$ cat src/rtl/fstx_pkg.sv
package fstx_pkg;

    localparam int DATA_W   = 64;
    localparam int KEEP_W   = DATA_W / 8;
    localparam int POP_W    = $clog2(KEEP_W + 1);
    localparam int BYTE_SH  = $clog2(KEEP_W);

    typedef struct packed {
        logic [DATA_W-1:0] data;
        logic [KEEP_W-1:0] keep;
        logic              last;
    } beat_t;

    function automatic logic [POP_W-1:0] keep_ones(input logic [KEEP_W-1:0] k);
        logic [POP_W-1:0] n;
        n = '0;
        for (int i = 0; i < KEEP_W; i++) begin
            n = n + POP_W'(k[i]);
        end
        return n;
    endfunction

    function automatic logic keep_partial(input logic [KEEP_W-1:0] k);
        return k != {KEEP_W{1'b1}};
    endfunction

endpackage

$ cat src/rtl/fstx_shape.sv
module fstx_shape
    import fstx_pkg::*;
(
    input  beat_t in_beat,
    output beat_t out_beat,
    output logic  partial_mid
);
    always_comb begin
        out_beat = in_beat;
        if (!in_beat.last) begin
            out_beat.keep = {KEEP_W{1'b1}};
        end
        partial_mid = !in_beat.last && keep_partial(in_beat.keep);
    end
endmodule

$ cat src/rtl/fstx_skid.sv
module fstx_skid
    import fstx_pkg::*;
#(
    parameter int DEPTH = 2
) (
    input  logic  clk,
    input  logic  rst,
    input  logic  in_valid,
    output logic  in_ready,
    input  beat_t in_beat,
    output logic  out_valid,
    input  logic  out_ready,
    output beat_t out_beat
);
    localparam int PW = (DEPTH > 1) ? $clog2(DEPTH) : 1;
    localparam int CW = $clog2(DEPTH + 1);

    beat_t          slot [DEPTH];
    logic [PW-1:0]  wr_ptr, rd_ptr;
    logic [CW-1:0]  fill;
    logic           push, pop;

    assign in_ready  = (fill != CW'(DEPTH));
    assign out_valid = (fill != '0);
    assign out_beat  = slot[rd_ptr];
    assign push      = in_valid && in_ready;
    assign pop       = out_valid && out_ready;

    function automatic logic [PW-1:0] bump(input logic [PW-1:0] p);
        return (p == PW'(DEPTH - 1)) ? '0 : p + 1'b1;
    endfunction

    for (genvar g = 0; g < DEPTH; g++) begin : g_slot
        always_ff @(posedge clk) begin
            if (rst) begin
                slot[g] <= '0;
            end else if (push && wr_ptr == PW'(g)) begin
                slot[g] <= in_beat;
            end
        end
    end

    always_ff @(posedge clk) begin
        if (rst) begin
            wr_ptr <= '0;
            rd_ptr <= '0;
            fill   <= '0;
        end else begin
            if (push) wr_ptr <= bump(wr_ptr);
            if (pop)  rd_ptr <= bump(rd_ptr);
            case ({push, pop})
                2'b10:   fill <= fill + 1'b1;
                2'b01:   fill <= fill - 1'b1;
                default: fill <= fill;
            endcase
        end
    end
endmodule

$ cat src/rtl/fstx_framecnt.sv
module fstx_framecnt
    import fstx_pkg::*;
#(
    parameter int CNT_W = 16
) (
    input  logic              clk,
    input  logic              rst,
    input  logic              fire,
    input  logic              last,
    input  logic [KEEP_W-1:0] keep,
    output logic              done,
    output logic [CNT_W-1:0]  bytes
);
    logic [CNT_W-1:0] full_beats;

    always_ff @(posedge clk) begin
        if (rst) begin
            full_beats <= '0;
            done       <= 1'b0;
            bytes      <= '0;
        end else begin
            done <= 1'b0;
            if (fire) begin
                if (last) begin
                    bytes      <= (full_beats << BYTE_SH) + CNT_W'(keep_ones(keep));
                    done       <= 1'b1;
                    full_beats <= '0;
                end else begin
                    full_beats <= full_beats + 1'b1;
                end
            end
        end
    end
endmodule

$ cat src/rtl/fstx_adapter.sv
module fstx_adapter
    import fstx_pkg::*;
#(
    parameter int CNT_W = 16,
    parameter int DEPTH = 2
) (
    input  logic              clk,
    input  logic              rst,
    input  logic              s_valid,
    output logic              s_ready,
    input  logic [63:0]       s_data,
    input  logic [7:0]        s_keep,
    input  logic              s_last,
    output logic              lk_valid,
    input  logic              lk_ready,
    output logic [0:63]       lk_data,
    output logic [0:7]        lk_keep,
    output logic              lk_last,
    output logic              frm_done,
    output logic [CNT_W-1:0]  frm_bytes,
    output logic              keep_err
);
    beat_t src_beat, shaped, head;
    logic  partial_mid;

    assign src_beat = '{data: s_data, keep: s_keep, last: s_last};

    fstx_shape shape_i (
        .in_beat     (src_beat),
        .out_beat    (shaped),
        .partial_mid (partial_mid)
    );

    fstx_skid #(.DEPTH(DEPTH)) skid_i (
        .clk       (clk),
        .rst       (rst),
        .in_valid  (s_valid),
        .in_ready  (s_ready),
        .in_beat   (shaped),
        .out_valid (lk_valid),
        .out_ready (lk_ready),
        .out_beat  (head)
    );

    fstx_framecnt #(.CNT_W(CNT_W)) cnt_i (
        .clk   (clk),
        .rst   (rst),
        .fire  (lk_valid && lk_ready),
        .last  (head.last),
        .keep  (head.keep),
        .done  (frm_done),
        .bytes (frm_bytes)
    );

    // Packed assignment is positional from the left: the descending source
    // bit 63 lands on ascending link bit 0, so bit k goes to link bit 63-k.
    assign lk_data = head.data;
    assign lk_keep = head.keep;
    assign lk_last = head.last;

    always_ff @(posedge clk) begin
        if (rst) keep_err <= 1'b0;
        else     keep_err <= s_valid && s_ready && partial_mid;
    end
endmodule

$ cat config.mk
export PLATFORM = sky130hd
export DESIGN_NAME = fstx_adapter
export DESIGN_NICKNAME = d
export VERILOG_FILES = /design/src/rtl/fstx_pkg.sv /design/src/rtl/fstx_shape.sv /design/src/rtl/fstx_skid.sv /design/src/rtl/fstx_framecnt.sv /design/src/rtl/fstx_adapter.sv
export SDC_FILE = /design/constraint.sdc
export NUM_CORES = 1
export LEC_CHECK = 0
export BUFFER_PORTS_ARGS = -buffer_cell sky130_fd_sc_hd__buf_2
export CAP_MARGIN = 20
export CORE_MARGIN = 1
export CORE_UTILIZATION = 35
export DETAILED_ROUTE_END_ITERATION = 7
export GPL_ROUTABILITY_DRIVEN = 0
export PLACE_DENSITY = 0.64
export SLEW_MARGIN = 20
export SYNTH_ARGS = -nofsm -noshare
export SYNTH_HDL_FRONTEND = slang
export SYNTH_SLANG_ARGS = --single-unit
$ cat constraint.sdc
create_clock -name clk -period 5.6 [get_ports clk]
set_input_delay 0.56 -clock clk [delete_from_list [all_inputs] [get_ports clk]]
set_output_delay 0.56 -clock clk [all_outputs]
set_load 0.02 [all_outputs]
==> results.md, run 1 <==
* Period minus WS final at 4160 ps
* Drt total wl at 17800 um
* CP bufs+invs at 2
* Die outline area at 0.0241 sq mm
* Status: complete, no violations
* Startpoint types: flop
* Quantity of I/O buffers inserted on ports at 169
* Post-CTS setup buffer count at 0
* Core footprint at 0.0228 sq mm
* Slew @ Worst Pin at 867 ps
* Chip width at 155 um
* Rel. slew slack at 42.0%
* I/O Pins at 170
* Nets at 866
* Achievable Freq at 0.241 GHz
* #FFs+latches synth at 182
* Post-synthesis cell type count at 40
* Post-synth top area cell: edfxtp_1
* Fin crit share at 74.2%
* Clock slew at reported path FFs at 80 ps
* Clock Sinks at 182
* Setup Skew at 9.62 ps
* Largest net degree at the start of global routing at 47
* H-tree level count at 4
* Starting density of the core at 35.9%
* DRC at 0
* # setup viols final at 0
* Worst Hold Class: input pin to flop
* TritonCTS buffer count at 17
* Die Y at 155 um
* Area delta synth->final at 20.9%
* Layout cells sized above 1 at 37.2%
* CTS root buffer: clkbuf_16
* 1st-iter DRT viols at 256
* CP Class: flop to flop
* Data arrival time of the worst path at 4500 ps
* Clock buffer depth at 2
* GRT Util Overall at 15.0%
* Vias in the first global route at 5067
* Register area share after synthesis at 62.2%
* Post-synth EDFFs at 146
* Mean post-synth cell area at 13.2 sq um
* Setup TNS at 0 ps
* Final hold vios at 0
* YS warnings at 0
* Post-synthesis instance area at 0.00821 sq mm
* Initial antenna violation count at 0
* Vias/cell at 4.78
* Prevailing post-synth register cell: edfxtp_1
* DR vias at 5268
* Worst-path cell chain: mux2_2 -> ha_1 -> fa_1 -> inv_1 -> fa_1 -> inv_1 -> fa_1 -> a21oi_1 -> nor2b_1 -> ha_1 -> ha_1 -> nand3_1 -> or4_1 -> a311oi_1
* Worst Path Required at 5950 ps
* Cts repair resizes at 0
* WL per Instance at 16.1 um
* CTS tree: done
* Slew Limit Fails at 0
* Slowest Stage Delay on Critical Path at 620 ps
* TritonRoute pass-1 iters at 4
* Filler instances at 2143
* Worst-skew pair later-pin latency at 430 ps
* CP Capture Type: flop
* Cells after Synth at 624
* Crit-path max FO at 28
* Antenna Nets Post-Route at 0
* First-pass GRT wire length at 27500 um
* Std-Cell Rows at 55
* Diode count at 0
* Pwr/cell area at 429 mW/mm^2
* CP top delay family: adder cells
* VDD IR max at 269 uV
* Remaining global-route overflow at 0
* Max-cap violations at 0
* Total power at 0.00426 W
* P_leak at 4.01 nW
* Critical-path top delay cell: dfxtp_4
* Hold buffer count at CTS at 0
* Area share of the largest cell type after synthesis at 53.4%
* Syn Nets at 713
* Half-perimeter wire length after placement at 11500 um
* Synth top area cells: edfxtp_1 53%, and2_1 9.9%, mux2_2 9.7%
* Post-synthesis async set-or-reset flop share at 0%
* RSZ-0062 raised after global routing: false
==> kinds of logic (layout without fill, tap and decap cells) <==
logic type,after synthesis,after routing,share of synthesized area (%)
buffers and inverters,56,222,2.93
AO/OA/AOI/OAI,69,69,5.44
flip-flops,182,182,62.2
XOR/XNOR,8,8,0.853
AND/OR/NAND/NOR,221,221,16.1
multiplexers,76,76,10.3
adder cells (fa/ha/maj),12,12,2.19
==> where the power goes <==
part	internal (W)	total (W)	switching, W
logic	0.000507	0.00130	0.000789
registers	0.00168	0.00178	0.0000995
clock network	0.000598	0.00118	0.000580
==> state kept, by name (all words and copies together), names as in the netlist, named ones only <==
register / flops
skid_i.slot: 146
cnt_i.done: 1
skid_i.fill: 2
keep_err: 1
cnt_i.bytes: 16
skid_i.rd_ptr: 1
skid_i.wr_ptr: 1
cnt_i.full_beats: 13
==> metal layers <==
layer,routed length (um),vias to the layer above,share of wire (%),global-route usage [%]
met4,258,0,1.4,5.89
met3,970,19,5.5,3.59
met5,0,-,0,0
met1,7950,2535,45,19.3
met2,8610,145,48,24.5
li1,-,2569,-,-
==> per-stage QoR <==
stage / instance area (sq um) / hold slack, ps / setup WS, ps / std cells / util [%]
floorplan: 8210 / 468 / 1410 / 624 / -
global placement: 9340 / 484 / 1450 / 1071 / 40.9
detailed placement: 9340 / 490 / 1400 / 1071 / 40.9
CTS: 9930 / 390 / 1380 / 1103 / 43.5
global route: 9930 / 393 / 1140 / 1103 / 43.5
finish: 9930 / 411 / 1440 / 1103 / 43.5
==> cell usage in the layout (no fill, tap or decap), types with 11 or more instances in the layout <==
cell type and n:
nand3_1 11, dfxtp_1 35, o21ai_0 13, and2_1 130, nor2_1 22, inv_1 11, edfxtp_1 146, clkbuf_16 17
mux2_2 71, a21oi_1 27, buf_2 169
==> path summary, 6_finish.rpt <==
path,start,to,slack (ps),depth (start not counted)
worst max-delay path,flop,cnt_i.bytes[15]$_SDFFE_PP0P_,1440,14
worst min-delay path,s_data[4],skid_i.slot[1][13]$_SDFFCE_PN0P_,410,2
worst max register to register,flop,cnt_i.bytes[15]$_SDFFE_PP0P_,1440,14
worst min register to register,cnt_i.bytes[0]$_SDFFE_PP0P_,cnt_i.bytes[0]$_SDFFE_PP0P_,500,2
==> Yosys cell counts (all sizes together), types with 6 or more instances <==
cell	number
ha	8
nand3	11
nand4	9
nor2	22
a311oi	8
nand2	11
o31ai	7
inv	13
a21oi	27
nor4	6
or3	10
clkbuf	13
dfxtp	36
buf	30
o21ai	15
nor2b	10
mux2	71
or4	9
and2	130
edfxtp	146
==> layout make-up <==
type	count	area [sq um]	share of cell area, %
Inverter	13	48.8	0.491
Clock inverter	15	161	1.63
Multi-Input combinational cell	386	2890	29.1
Clock buffer	17	425	4.28
Timing Repair Buffer	177	906	9.12
Tap cell	313	392	3.94
Sequential cell	182	5110	51.4
Note: power is estimated with default switching activity, not from simulation.
==> inputs of run 2 (changes only) <==
Clock period 5.6 ns to 3.9 ns, I/O delays scaled along.
==> run 2 against run 1 <==
Net effect: utilization is 0.48 points higher; sequential power increased by 42%; combinational power is 48% higher; largest cell class unchanged; clock power rose by 50%; clock skew up 8.4 ps; register-to-register slack worse by 1300 ps; critical path depth unchanged; routed wire length increased by 0.92%; global-route usage is 0.051 points lower; flip-flop and latch count did not move; maximum frequency up 12%.
==> results.md, run 2 (synthesized netlist as in run 1, its figures left out) <==
* Commonest non-fill, non-tap cell in the layout: buf_2
* Worst-path cell chain: mux2_4 -> ha_4 -> fa_1 -> inv_1 -> fa_1 -> inv_1 -> fa_2 -> a21oi_1 -> nor2b_2 -> ha_2 -> ha_2 -> nand3_1 -> or4_1 -> a311oi_1
* Vias/cell at 4.77 (-0.13%)
* Worst-skew pair later-pin latency at 430 ps (about the same)
* Setup Skew at 18.0 ps (+8.39 ps)
* Clock buffer depth at 2 (unchanged)
* Clock slew at reported path FFs at 80 ps (about the same)
* Status: complete, no violations
* CP bufs+invs at 2 (unchanged)
* TritonRoute pass-1 iters at 4 (unchanged)
* Crit-path max FO at 5 (-82%)
* Slew Limit Fails at 0 (unchanged)
* Registers with the most flip-flops: skid_i.slot: 146 flops, cnt_i.bytes: 16 flops, cnt_i.full_beats: 13 flops
* Hold slack at 243 ps (-168 ps)
* CP Class: flop to flop
* Slowest Stage Delay on Critical Path at 490 ps (-130 ps)
* CTS tree: done
* Remaining global-route overflow at 0 (unchanged)
* Achievable Freq at 0.269 GHz (+12%)
* Metal3 WL at 1040 um (+6.7%)
* CP top delay family: adder cells
* Max-cap violations at 0 (unchanged)
* RSZ-0062 raised after global routing: false
* Critical-path top delay cell: fa_1
* Largest Register: skid_i.slot
* Max reg flops at 146 (unchanged)
* WL per Instance at 16.2 um (+0.47%)
* Vias in the first global route at 4978 (-1.8%)
* Layout cells sized above 1 at 38.2% (+0.99 points)
* I/O Pins at 170 (unchanged)
* Quantity of I/O buffers inserted on ports at 169 (unchanged)
* Chip width at 155 um (unchanged)
* Starting density of the core at 35.9% (unchanged)
* Period minus WS final at 3720 ps (-434 ps)
* P_leak at 4.04 nW (+0.82%)
* Flop2flop setup slack at 180 ps (-1270 ps)
* Worst Hold Class: input pin to flop
* Largest net degree at the start of global routing at 66 (+40%)
* H-tree level count at 4 (unchanged)
* Area delta synth->final at 22.3%
* Initial antenna violation count at 3 (+3)
* Nets at 869 (+0.35%)
* Half-perimeter wire length after placement at 11500 um (-0.32%)
* Pwr/cell area at 619 mW/mm^2 (+44%)
* 1st-iter DRT viols at 309 (+21%)
* Startpoint types: flop
* Fin crit share at 95.4% (+21 points)
* TritonCTS buffer count at 17 (unchanged)
* Drt total wl at 18000 um (+0.92%)
* VDD IR max at 314 uV (+17%)
* Rel. slew slack at 42.0% (about the same)
* Hold buffer count at CTS at 0 (unchanged)
* Most frequent cells in the layout: 169 x buf_2, 146 x edfxtp_1, 130 x and2_1
* Data arrival time of the worst path at 4060 ps (-440 ps)
* Worst Path Required at 4240 ps (-1710 ps)
* # setup viols final at 0 (unchanged)
* Antenna Nets Post-Route at 0 (unchanged)
* Slew @ Worst Pin at 866 ps (-0.495 ps)
* CTS root buffer: clkbuf_16
* Die outline area at 0.0241 sq mm (unchanged)
* Final hold vios at 0 (unchanged)
* Wl on met1 at 7770 um (-2.3%)
* Clock Sinks at 182 (unchanged)
* CP Capture Type: flop
* GRT Util Overall at 15.0% (-0.051 points)
* DRC at 0 (unchanged)
* Setup TNS at 0 ps (unchanged)
* Met2 WL at 8980 um (+4.2%)
* Std-Cell Rows at 55 (unchanged)
* DR vias at 5285 (+0.32%)
* Max Used Layer: met5
* First-pass GRT wire length at 27400 um (-0.40%)
* Die Y at 155 um (unchanged)
* Core footprint at 0.0228 sq mm (unchanged)
run 2: area by class of cell:
| cell class | count | area, sq um |
|---|---|---|
| repair buffers | 180 | 941 |
| well taps | 313 | 392 |
| inverters | 13 | 48.8 |
| fillers | 2171 | 12800 |
| diodes | 2 | 5.00 |
| flip-flops and latches | 182 | 5110 |
| clock buffers | 17 | 425 |
| clock inverters | 15 | 200 |
| multi-input cells | 386 | 2920 |
run 2: worst paths after layout:
kind	cells after the start	startpoint	endpoint
hold / removal	2	s_data[31]	skid_i.slot[0][40]$_SDFFCE_PN0P_
hold reg to reg	2	cnt_i.bytes[0]$_SDFFE_PP0P_	cnt_i.bytes[0]$_SDFFE_PP0P_
setup / recovery	14	flop	cnt_i.bytes[15]$_SDFFE_PP0P_
setup reg to reg	14	flop	cnt_i.bytes[15]$_SDFFE_PP0P_
run 2: report_power, final:
group          internal (W)  total [W]  switching [W]
sequential          0.00242    0.00252      0.0000997
clock              0.000929    0.00177       0.000840
combinational      0.000752    0.00193        0.00118
run 2: what timing repair did:
item                       4_1_cts  5_1_grt
buffers inserted                 0        1
setup endpoints to repair        0        5
resized for setup                0        5
run 2: routing by layer:
layer,global-route usage (%),vias up
met2,24.7,144
met4,4.81,2
met1,19.1,2557
met5,0,-
li1,-,2571
met3,4.07,11
run 2: per-stage QoR:
| step | cell area [sq um] | instances | utilization [%] | worst slack (ps) | total power [W] |
|---|---|---|---|---|---|
| finish | 10000 | 1108 | 43.9 | 178 | 0.00622 |
| global route | 10000 | 1106 | 43.9 | 38.2 | 0.00653 |
| CTS | 10000 | 1105 | 43.8 | 18.4 | 0.00628 |
| detailed placement | 9380 | 1073 | 41.0 | 20.6 | 0.00450 |
| global placement | 9380 | 1073 | 41.0 | 44.8 | 0.00448 |
| floorplan | 8230 | 624 | - | 2.69 | 0.00391 |
==> inputs of run 3 (changes only) <==
Settings changed: ABC_AREA set to 1, CELL_PAD_IN_SITES_DETAIL_PLACEMENT set to 1, CELL_PAD_IN_SITES_GLOBAL_PLACEMENT set to 1, PLACE_DENSITY 0.64 to 0.76.
==> run 3 against run 2 <==
Net effect: sequential share of layout area up 1.1 points; total power shrank 13%; synthesized cell count grew 17%; clock power hardly changed; cell count up 7.9%; clock skew up 6.8 ps; hold slack better by 9.7 ps; critical path type unchanged; largest cell class unchanged.
==> results.md, run 3 <==
* YS warnings at 0 (unchanged)
* Most frequent cells in the layout: 169 x buf_2, 161 x nor2_1, 146 x edfxtp_1
* Synth Area in Adders at 2.22% (+0.026 points)
* Chip width at 154 um (-0.59%)
* CTS root buffer: clkbuf_16
* Fin cells at 1195 (+7.9%)
* Period minus WS final at 3690 ps (-28.8 ps)
* Register area share after synthesis at 62.9% (+0.75 points)
* Starting density of the core at 35.7% (-0.21 points)
* Commonest non-fill, non-tap cell in the layout: buf_2
* DRC at 0 (unchanged)
* Die outline area at 0.0238 sq mm (-1.2%)
* Nets at 984 (+13%)
* Largest family of logic cells by synthesized area: simple AND/OR/NAND/NOR gates
* Clock Sinks at 182 (unchanged)
* Final core utilization at 43.3% (-0.67 points)
* Total power at 0.00542 W (-13%)
* Xor/xnor share of the synthesized area at 0.756% (-0.098 points)
* Slew @ Worst Pin at 1080 ps (+209 ps)
* #FFs+latches synth at 182 (unchanged)
* CTS tree: done
* Post-synthesis instance area at 0.00811 sq mm (-1.2%)
* Worst Path Required at 4220 ps (-20 ps)
* 1st-iter DRT viols at 204 (-34%)
* Clock slew at reported path FFs at 90 ps (about the same)
* Half-perimeter wire length after placement at 12900 um (+13%)
* # setup viols final at 0 (unchanged)
* Data arrival time of the worst path at 4020 ps (-40 ps)
* Quantity of I/O buffers inserted on ports at 169 (unchanged)
* Remaining global-route overflow at 0 (unchanged)
* H-tree level count at 4 (unchanged)
* Rel. slew slack at 28.3% (-14 points)
* TritonCTS buffer count at 17 (unchanged)
* WL per Instance at 16.3 um (+0.32%)
* Synth cell count leaders: 161 x nor2_1, 146 x edfxtp_1, 103 x inv_1
* Registers with the most flip-flops: skid_i.slot: 146 flops, cnt_i.bytes: 16 flops, cnt_i.full_beats: 13 flops
* Drt total wl at 19400 um (+8.2%)
* Achievable Freq at 0.271 GHz (+0.78%)
* GRT Util Overall at 16.7% (+1.7 points)
* VDD IR max at 280 uV (-11%)
* DR vias at 5587 (+5.7%)
* Wl on met1 at 8330 um (+7.2%)
* Initial antenna violation count at 3 (unchanged)
* Fin crit share at 94.7% (-0.74 points)
* Setup Skew at 24.8 ps (+6.83 ps)
* Post-Synth Simple-Gate Area at 14.2% (-1.9 points)
* Status: complete, no violations
* Metal3 WL at 1200 um (+16%)
* Largest net degree at the start of global routing at 74 (+12%)
* Die Y at 154 um (-0.59%)
* Antenna Nets Post-Route at 0 (unchanged)
* I/O Pins at 170 (unchanged)
* Largest Register: skid_i.slot
* Post-synth top area cell: edfxtp_1
* Std-Cell Rows at 55 (unchanged)
* P_leak at 4.47 nW (+10%)
* Clock buffer depth at 2 (unchanged)
* Max-cap violations at 0 (unchanged)
* CP Capture Type: flop
* RSZ-0062 raised after global routing: false
* Max reg flops at 146 (unchanged)
* Post-synthesis cell type count at 30 (-25%)
* Post-synthesis async set-or-reset flop share at 0% (unchanged)
* Core footprint at 0.0227 sq mm (-0.60%)
* Area share of the largest cell type after synthesis at 54.0% (+0.64 points)
* First-pass GRT wire length at 30600 um (+12%)
* Layout cells sized above 1 at 33.1% (-5.1 points)
* Max Used Layer: met5
* Placed insts at 1161 (+8.2%)
* TritonRoute pass-1 iters at 5 (+1)
* Slew Limit Fails at 0 (unchanged)
* Worst Hold Class: input pin to flop
* Setup TNS at 0 ps (unchanged)
* Worst-skew pair later-pin latency at 440 ps (about the same)
* Cells after Synth at 731 (+17%)
* Compound-gate portion of the synthesized area at 3.36% (-2.1 points)
* Synth top area cells: edfxtp_1 54%, mux2_2 9.7%, dfxtp_1 8.9%
* Mean post-synth cell area at 11.1 sq um (-16%)
* Final hold vios at 0 (unchanged)
* Post-synth EDFFs at 146 (unchanged)
* Pwr/cell area at 552 mW/mm^2 (-11%)
* Area delta synth->final at 21.1%
* Top-count cell post-synth: nor2_1
* Startpoint types: flop
* Mux contribution to synthesized area at 9.72% (-0.63 points)
* Syn Nets at 820 (+15%)
* Hold buffer count at CTS at 0 (unchanged)
* Met2 WL at 9650 um (+7.5%)
* CP Class: flop to flop
* Crit-path max FO at 3 (-2)
* Hold slack at 253 ps (+9.73 ps)
* Vias/cell at 4.68 (-2.0%)
* Vias in the first global route at 5855 (+18%)
* Prevailing post-synth register cell: edfxtp_1
[run 3: cell types whose count changed in the layout (fill, tap and decap cells not counted), sizes merged, moves of 6 or more]
cell and change:
buf -6, and2 -129, nor2 +146, o31ai -7, inv +96, nand3 +7, nand2 +66, or3 -10
or4 -9, nor2b -10, a311oi -8
[run 3: area by class of cell]
cell class / instances / area, sq um
fill: 2550 / 12900
sequential: 182 / 5110
multi-input combinational: 415 / 2480
timing repair buffer: 174 / 883
clock buffer: 18 / 429
inverter: 105 / 394
tap: 285 / 357
clock inverter: 14 / 168
antenna: 2 / 5.00
[run 3: critical path: stages, from the launching register on]
cell     delay, ps
dfxtp_4        360
mux2_2         350
ha_1           330
fa_1           520
inv_1           60
fa_1           490
inv_1           50
fa_1           400
nand3_1        100
nand2_1         90
ha_1           220
ha_1           190
nand3_2        100
inv_1           70
nand3_1         90
nand2_1         70
nand2_2         70
o21ai_2         40
[run 3: path summary, 6_finish.rpt]
path	end	slack, ps	cells past startpoint	from
setup / recovery	cnt_i.bytes[15]$_SDFFE_PP0P_	210	17	flop
hold / removal	skid_i.slot[1][38]$_SDFFCE_PN0P_	250	3	s_data[29]
setup reg to reg	cnt_i.bytes[15]$_SDFFE_PP0P_	210	17	flop
hold reg to reg	cnt_i.bytes[0]$_SDFFE_PP0P_	450	2	cnt_i.bytes[0]$_SDFFE_PP0P_
[run 3: metrics by stage]
stage / setup slack [ps] / area [sq um]
2_1_floorplan: 60.6 / 8120
3_3_place_gp: 194 / 9220
3_5_place_dp: 129 / 9220
4_1_cts: 120 / 9820
5_1_grt: 13.9 / 9820
6_report: 207 / 9830
[run 3: per-layer routing]
| layer | GRT usage (%) | vias to the layer above |
|---|---|---|
| met3 | 5.63 | 20 |
| met2 | 28.7 | 136 |
| met4 | 5.00 | 2 |
| met1 | 19.7 | 2695 |
| met5 | 0 | - |
| li1 | - | 2734 |
[run 3: cell families after synthesis]
family | count (synthesis)
fa+ha+maj | 12
simple gates | 275
mux | 70
xor+xnor | 7
flops | 182
buf+inv | 134
compound gates | 51
[run 3: repair_timing]
action	in CTS	in global routing
setup endpoints to repair	0	2
buffers inserted	0	0
gates resized for setup	0	1
[run 3: power breakdown]
part	switching, W	leakage [nW]	internal, W	total (W)
logic	0.000814	2.33	0.000462	0.00128
clock network	0.000868	0.290	0.000870	0.00174
registers	0.0000732	1.84	0.00234	0.00241
total	0.00175	4.47	0.00367	0.00542
